==> src/rtl/gpio_mux_pkg.sv <==
package gpio_mux_pkg;

  typedef enum logic [1:0] {
    FN_GPIO = 2'b00,
    FN_PRI  = 2'b01,
    FN_RSVD = 2'b10,
    FN_SEC  = 2'b11
  } fn_sel_e;

  typedef enum logic [2:0] {
    RA_IN   = 3'd0,
    RA_OUT  = 3'd1,
    RA_DIR  = 3'd2,
    RA_PEN  = 3'd3,
    RA_SELA = 3'd4,
    RA_SELB = 3'd5
  } reg_addr_e;

  function automatic fn_sel_e pin_fn(input logic sel_a, input logic sel_b);
    return fn_sel_e'({sel_b, sel_a});
  endfunction

endpackage

==> src/rtl/gpio_sync.sv <==
module gpio_sync #(
  parameter int WIDTH  = 8,
  parameter int STAGES = 2
) (
  input  logic             clk,
  input  logic             rst,
  input  logic [WIDTH-1:0] d,
  output logic [WIDTH-1:0] q
);
  logic [STAGES-1:0][WIDTH-1:0] chain;

  always_ff @(posedge clk) begin
    if (rst) chain[0] <= '0;
    else     chain[0] <= d;
  end

  for (genvar s = 1; s < STAGES; s++) begin : g_stage
    always_ff @(posedge clk) begin
      if (rst) chain[s] <= '0;
      else     chain[s] <= chain[s-1];
    end
  end

  assign q = chain[STAGES-1];
endmodule

==> src/rtl/gpio_regfile.sv <==
module gpio_regfile
  import gpio_mux_pkg::*;
#(
  parameter int WIDTH  = 8,
  parameter int ADDR_W = 3
) (
  input  logic              clk,
  input  logic              rst,
  input  logic              wr_en,
  input  logic [ADDR_W-1:0] addr,
  input  logic [WIDTH-1:0]  wr_data,
  input  logic [WIDTH-1:0]  in_sync,
  output logic [WIDTH-1:0]  rd_data,
  output logic [WIDTH-1:0]  out_q,
  output logic [WIDTH-1:0]  dir_q,
  output logic [WIDTH-1:0]  pen_q,
  output logic [WIDTH-1:0]  sela_q,
  output logic [WIDTH-1:0]  selb_q
);
  localparam logic [ADDR_W-1:0] A_IN   = ADDR_W'(RA_IN);
  localparam logic [ADDR_W-1:0] A_OUT  = ADDR_W'(RA_OUT);
  localparam logic [ADDR_W-1:0] A_DIR  = ADDR_W'(RA_DIR);
  localparam logic [ADDR_W-1:0] A_PEN  = ADDR_W'(RA_PEN);
  localparam logic [ADDR_W-1:0] A_SELA = ADDR_W'(RA_SELA);
  localparam logic [ADDR_W-1:0] A_SELB = ADDR_W'(RA_SELB);

  always_ff @(posedge clk) begin
    if (rst) begin
      out_q  <= '0;
      dir_q  <= '0;
      pen_q  <= '0;
      sela_q <= '0;
      selb_q <= '0;
    end else if (wr_en) begin
      unique case (addr)
        A_OUT:   out_q  <= wr_data;
        A_DIR:   dir_q  <= wr_data;
        A_PEN:   pen_q  <= wr_data;
        A_SELA:  sela_q <= wr_data;
        A_SELB:  selb_q <= wr_data;
        default: ;
      endcase
    end
  end

  logic [WIDTH-1:0] rd_mux;

  always_comb begin
    unique case (addr)
      A_IN:    rd_mux = in_sync;
      A_OUT:   rd_mux = out_q;
      A_DIR:   rd_mux = dir_q;
      A_PEN:   rd_mux = pen_q;
      A_SELA:  rd_mux = sela_q;
      A_SELB:  rd_mux = selb_q;
      default: rd_mux = '0;
    endcase
  end

  always_ff @(posedge clk) begin
    if (rst) rd_data <= '0;
    else     rd_data <= rd_mux;
  end
endmodule

==> src/rtl/gpio_pin_mux.sv <==
module gpio_pin_mux
  import gpio_mux_pkg::*;
#(
  parameter int               WIDTH        = 8,
  parameter logic [WIDTH-1:0] AUTO_DIR_PRI = '0,
  parameter logic [WIDTH-1:0] AUTO_DIR_SEC = '0
) (
  input  logic             clk,
  input  logic             rst,
  input  logic [WIDTH-1:0] out_q,
  input  logic [WIDTH-1:0] dir_q,
  input  logic [WIDTH-1:0] pen_q,
  input  logic [WIDTH-1:0] sela_q,
  input  logic [WIDTH-1:0] selb_q,
  input  logic [WIDTH-1:0] pri_out,
  input  logic [WIDTH-1:0] pri_oe,
  input  logic [WIDTH-1:0] sec_out,
  input  logic [WIDTH-1:0] sec_oe,
  output logic [WIDTH-1:0] pad_oe,
  output logic [WIDTH-1:0] pad_out,
  output logic [WIDTH-1:0] pad_pull_en,
  output logic [WIDTH-1:0] pad_pull_up
);
  for (genvar b = 0; b < WIDTH; b++) begin : g_pin
    logic oe_c, drv_c, pull_c;

    always_comb begin
      unique case (pin_fn(sela_q[b], selb_q[b]))
        FN_PRI: begin
          drv_c = pri_out[b];
          oe_c  = AUTO_DIR_PRI[b] ? pri_oe[b] : dir_q[b];
        end
        FN_SEC: begin
          drv_c = sec_out[b];
          oe_c  = AUTO_DIR_SEC[b] ? sec_oe[b] : dir_q[b];
        end
        default: begin
          drv_c = out_q[b];
          oe_c  = dir_q[b];
        end
      endcase
      pull_c = pen_q[b] & ~oe_c;
    end

    always_ff @(posedge clk) begin
      if (rst) begin
        pad_oe[b]      <= 1'b0;
        pad_out[b]     <= 1'b0;
        pad_pull_en[b] <= 1'b0;
        pad_pull_up[b] <= 1'b0;
      end else begin
        pad_oe[b]      <= oe_c;
        pad_out[b]     <= oe_c & drv_c;
        pad_pull_en[b] <= pull_c;
        pad_pull_up[b] <= pull_c & out_q[b];
      end
    end
  end
endmodule

==> src/rtl/gpio_mux_port.sv <==
module gpio_mux_port #(
  parameter int               WIDTH        = 8,
  parameter int               ADDR_W       = 3,
  parameter int               SYNC_STAGES  = 2,
  parameter logic [WIDTH-1:0] AUTO_DIR_PRI = WIDTH'(8'h06),
  parameter logic [WIDTH-1:0] AUTO_DIR_SEC = WIDTH'(8'hFF)
) (
  input  logic              clk,
  input  logic              rst,
  input  logic [ADDR_W-1:0] bus_addr,
  input  logic              bus_we,
  input  logic [WIDTH-1:0]  bus_wdata,
  output logic [WIDTH-1:0]  bus_rdata,
  input  logic [WIDTH-1:0]  pri_out,
  input  logic [WIDTH-1:0]  pri_oe,
  input  logic [WIDTH-1:0]  sec_out,
  input  logic [WIDTH-1:0]  sec_oe,
  input  logic [WIDTH-1:0]  pad_in,
  output logic [WIDTH-1:0]  pad_oe,
  output logic [WIDTH-1:0]  pad_out,
  output logic [WIDTH-1:0]  pad_pull_en,
  output logic [WIDTH-1:0]  pad_pull_up,
  output logic [WIDTH-1:0]  func_in
);
  logic [WIDTH-1:0] in_sync;
  logic [WIDTH-1:0] out_q, dir_q, pen_q, sela_q, selb_q;

  gpio_sync #(.WIDTH(WIDTH), .STAGES(SYNC_STAGES)) u_sync (
    .clk (clk),
    .rst (rst),
    .d   (pad_in),
    .q   (in_sync)
  );

  gpio_regfile #(.WIDTH(WIDTH), .ADDR_W(ADDR_W)) u_regs (
    .clk     (clk),
    .rst     (rst),
    .wr_en   (bus_we),
    .addr    (bus_addr),
    .wr_data (bus_wdata),
    .in_sync (in_sync),
    .rd_data (bus_rdata),
    .out_q   (out_q),
    .dir_q   (dir_q),
    .pen_q   (pen_q),
    .sela_q  (sela_q),
    .selb_q  (selb_q)
  );

  gpio_pin_mux #(
    .WIDTH        (WIDTH),
    .AUTO_DIR_PRI (AUTO_DIR_PRI),
    .AUTO_DIR_SEC (AUTO_DIR_SEC)
  ) u_mux (
    .clk         (clk),
    .rst         (rst),
    .out_q       (out_q),
    .dir_q       (dir_q),
    .pen_q       (pen_q),
    .sela_q      (sela_q),
    .selb_q      (selb_q),
    .pri_out     (pri_out),
    .pri_oe      (pri_oe),
    .sec_out     (sec_out),
    .sec_oe      (sec_oe),
    .pad_oe      (pad_oe),
    .pad_out     (pad_out),
    .pad_pull_en (pad_pull_en),
    .pad_pull_up (pad_pull_up)
  );

  assign func_in = in_sync;
endmodule

==> config.mk <==
export PLATFORM = sky130hd
export DESIGN_NAME = gpio_mux_port
export DESIGN_NICKNAME = d
export VERILOG_FILES = /design/src/rtl/gpio_mux_pkg.sv /design/src/rtl/gpio_sync.sv /design/src/rtl/gpio_regfile.sv /design/src/rtl/gpio_pin_mux.sv /design/src/rtl/gpio_mux_port.sv
export SDC_FILE = /design/constraint.sdc
export NUM_CORES = 1
export LEC_CHECK = 0
export BUFFER_PORTS_ARGS = -buffer_cell sky130_fd_sc_hd__buf_2
export CAP_MARGIN = 20
export CORE_MARGIN = 2
export CORE_UTILIZATION = 40
export CTS_BUF_LIST = sky130_fd_sc_hd__clkbuf_2
export CTS_CLUSTER_SIZE = 12
export DETAILED_ROUTE_END_ITERATION = 10
export HOLD_SLACK_MARGIN = 0.02
export PLACE_DENSITY_LB_ADDON = 0.25
export SKIP_CTS_REPAIR_TIMING = 1
export SYNTH_ARGS = -nofsm -noshare
export SYNTH_HDL_FRONTEND = slang
export SYNTH_SLANG_ARGS = --single-unit
export TNS_END_PERCENT = 10
==> constraint.sdc <==
create_clock -name clk -period 1.84 [get_ports clk]
set_input_delay 0.368 -clock clk [delete_from_list [all_inputs] [get_ports clk]]
set_output_delay 0.368 -clock clk [all_outputs]
set_load 0.01 [all_outputs]
==> impl_metrics.env <==
export IMPL_grt_max_degree=32
export IMPL_gp_congestion=0.797
export IMPL_ys_seq_area_frac=0.503
export IMPL_cp_num_buf_inv=1
export IMPL_holdPathStages=2
export IMPL_routed_wl_um=8590
export IMPL_status="finished, final reports clean"
export IMPL_syn_num_nets=419
export IMPL_yosysWarnings=0
export IMPL_die_w_um=102
export IMPL_h_tree_depth=3
export IMPL_p_leak_nw=1.98
export IMPL_yosys_area_top_type_share=0.503
export IMPL_period_needed_ps=1510
export IMPL_holdCritStartpoint="pad_in[7]"
export IMPL_numCtsBuffers=9
export IMPL_synth_edf_count=0
export IMPL_floorplan_die_area_mm2=0.0103
export IMPL_vias=2961
export IMPL_hp_class="input port to register"
export IMPL_crit_arrival_ps=1140
export IMPL_drive_gt1_frac=0.302
export IMPL_crit_family="flip-flops"
export IMPL_synthAdderAreaFrac=0
export IMPL_synth_area_mm2=0.00382
export IMPL_slew_headroom=0.673
export IMPL_clock_latency_ps=550
export IMPL_antenna_left=0
export IMPL_post_route_period_util=0.821
export IMPL_rrSetupSlack_ps=510
export IMPL_synthFlopType="dfxtp_1"
export IMPL_cts_root_buf="clkbuf_2"
export IMPL_insertedDiodeCount=0
export IMPL_reg2reg_from="u_regs.selb_q[1]"
export IMPL_ios=102
export IMPL_powerDensity_mw_per_mm2=761
export IMPL_max_clock_freq_ghz=0.662
export IMPL_grt_pass1_wl_um=13200
export IMPL_fill_cells=887
export IMPL_ys_ff_latch=96
export IMPL_clk_pin_slew_worst_paths_ps=240
export IMPL_dr_pass1_iters=4
export IMPL_grt_pass1_vias=2633
export IMPL_worstSetupPathType="register to output port"
export IMPL_tns_ps=0
export IMPL_via_per_inst=4.97
export IMPL_crit_fanout=2
export IMPL_synth_cell_type_count=41
export IMPL_rsz0062_at_grt="false"
export IMPL_reg2regPathDepth=3
export IMPL_portBuffers=95
export IMPL_drt_iter0_drc=223
export IMPL_syn_instance_count=365
export IMPL_critPathMaxStageDelay_ps=440
export IMPL_grt_total_usage=0.169
export IMPL_postLayoutCoreUtil=0.492
export IMPL_fin_worst_skew_ps=22.3
export IMPL_r2r_end="u_mux.pad_pull_up[1]"
export IMPL_routedWlPerCell_um=14.4
export IMPL_yosys_area_share_simple=0.200
export IMPL_cp_start_kind="register"
export IMPL_hold_violations=0
export IMPL_muxShareOfSynthArea=0.158
export IMPL_drv_cap=0
export IMPL_clock_path_buffers=2
export IMPL_clock_sinks=96
export IMPL_crit_required_ps=1470
export IMPL_worstMarginPinSlew_ps=490
export IMPL_synth_compound_area_frac=0.0757
export IMPL_synth_area_leaders="dfxtp_1, mux2i_1, nor2_1, nand2_1, nor2b_1"
export IMPL_area_delta_synth_final_pct=19.0
export IMPL_grt_overflow_total=0
export IMPL_antenna_found_initial=0
export IMPL_drc_errors=0
export IMPL_finalNetCount=516
export IMPL_place_hpwl_um=6120
export IMPL_die_y_um=102
export IMPL_async_reset_ff_frac=0
export IMPL_maxSlewViolCount=0
export IMPL_start_util=0.413
export IMPL_synth_top_family_by_area="simple AND/OR/NAND/NOR gates"
export IMPL_rows=35
export IMPL_finalSetupViolations=0
export IMPL_syn_avg_cell_area_um2=10.5
export IMPL_synthXorXnorAreaFrac=0
export IMPL_core_region_area_mm2=0.00924
export IMPL_ir_worst_vdd_v=0.000374
export IMPL_hold_end="u_sync.chain[7]"
export IMPL_tritoncts="done"
export IMPL_yosysTopAreaCell="dfxtp_1"
export IMPL_worst_path_max_delay_cell="dfxtp_1"
export IMPL_worstSetupEndpointType="output port"
export IMPL_path_cells="buf_2"
[cells in the final DEF (no fill, tap or decap), drive strengths merged, types with 5 or more instances in the layout]
master and count:
mux2i 48, nor2 42, and3b 10, mux2 6
clkbuf 9, dfxtp 96, dlygate4sd3 10, and4b 10
nor2b 17, a21oi 16, nand2 40, buf 107
inv 5, a2111oi 8
[stage by stage]
stage               setup WS, ps  area [um2]  std cells  total power, mW  hold slack (ps)
floorplan                    591        3820        365             2.39              414
global placement             187        4340        570             2.50              418
detailed placement          96.3        4340        570             2.50              420
CTS                          281        4450        586             3.48            -29.6
global route                 251        4550        596             3.62             23.9
finish                       329        4550        596             3.46             27.5
[layout make-up]
class / count / area [um2] / share of cell area
Tap cell: 129 / 161 / 0.0355
Clock inverter: 7 / 62.6 / 0.0138
Timing Repair Buffer: 117 / 678 / 0.149
Sequential cell: 96 / 1920 / 0.423
Multi-Input combinational cell: 233 / 1660 / 0.365
Inverter: 5 / 18.8 / 0.00413
Clock buffer: 9 / 45.0 / 0.00991
[worst max-delay path by stage]
| stage | from | end | slack [ps] | cells past startpoint |
|---|---|---|---|---|
| 2_1_floorplan | bus_addr[1] | u_regs.out_q[0] | 590 | 5 |
| 3_3_place_gp | bus_addr[0] | u_regs.pen_q[3] | 190 | 5 |
| 3_5_place_dp | bus_addr[0] | u_regs.pen_q[0] | 100 | 5 |
| 4_1_cts | u_sync.q[1] | func_in[1] | 280 | 1 |
| 5_1_grt | u_sync.q[7] | func_in[7] | 250 | 1 |
| 6_report | u_sync.q[5] | func_in[5] | 330 | 1 |
[Yosys cell counts, drive strengths merged (4+ instances only)]
library cell and instances:
clkbuf 10, nor2b 17, mux2 6, and3b 10, a21oi 16, nand2 40
a2111oi 8, nor2 42, nand3 4, mux2i 48, buf 21, inv 5
dfxtp 96, and4b 10
[per-layer routing]
metal	routed length, um	up-vias	GRT usage
met5	0	-	0
met4	234	0	0.0915
met3	527	21	0.0421
met2	3950	92	0.255
met1	3880	1384	0.221
li1	-	1464	-
[registers in the layout (all words and copies together) (netlist names)]
register / flops
u_regs.dir_q: 8
u_regs.pen_q: 8
u_mux.pad_pull_up: 8
u_mux.pad_pull_en: 8
u_sync.chain: 8
u_mux.pad_oe: 8
u_sync.q: 8
u_regs.rd_data: 8
u_regs.out_q: 8
u_regs.selb_q: 8
u_regs.sela_q: 8
u_mux.pad_out: 8
[cell families (layout without fill, tap and decap cells)]
| group | after synthesis | count (layout) |
|---|---|---|
| AND/OR/NAND/NOR | 137 | 137 |
| flip-flops | 96 | 96 |
| multiplexers | 56 | 56 |
| AO/OA/AOI/OAI | 40 | 40 |
| buffers and inverters | 36 | 138 |
[power breakdown]
part / switching, mW / internal, mW
Sequential: 0.0302 / 2.13
Combinational: 0.161 / 0.156
Clock: 0.686 / 0.299
(Power assumes the default switching activity.)
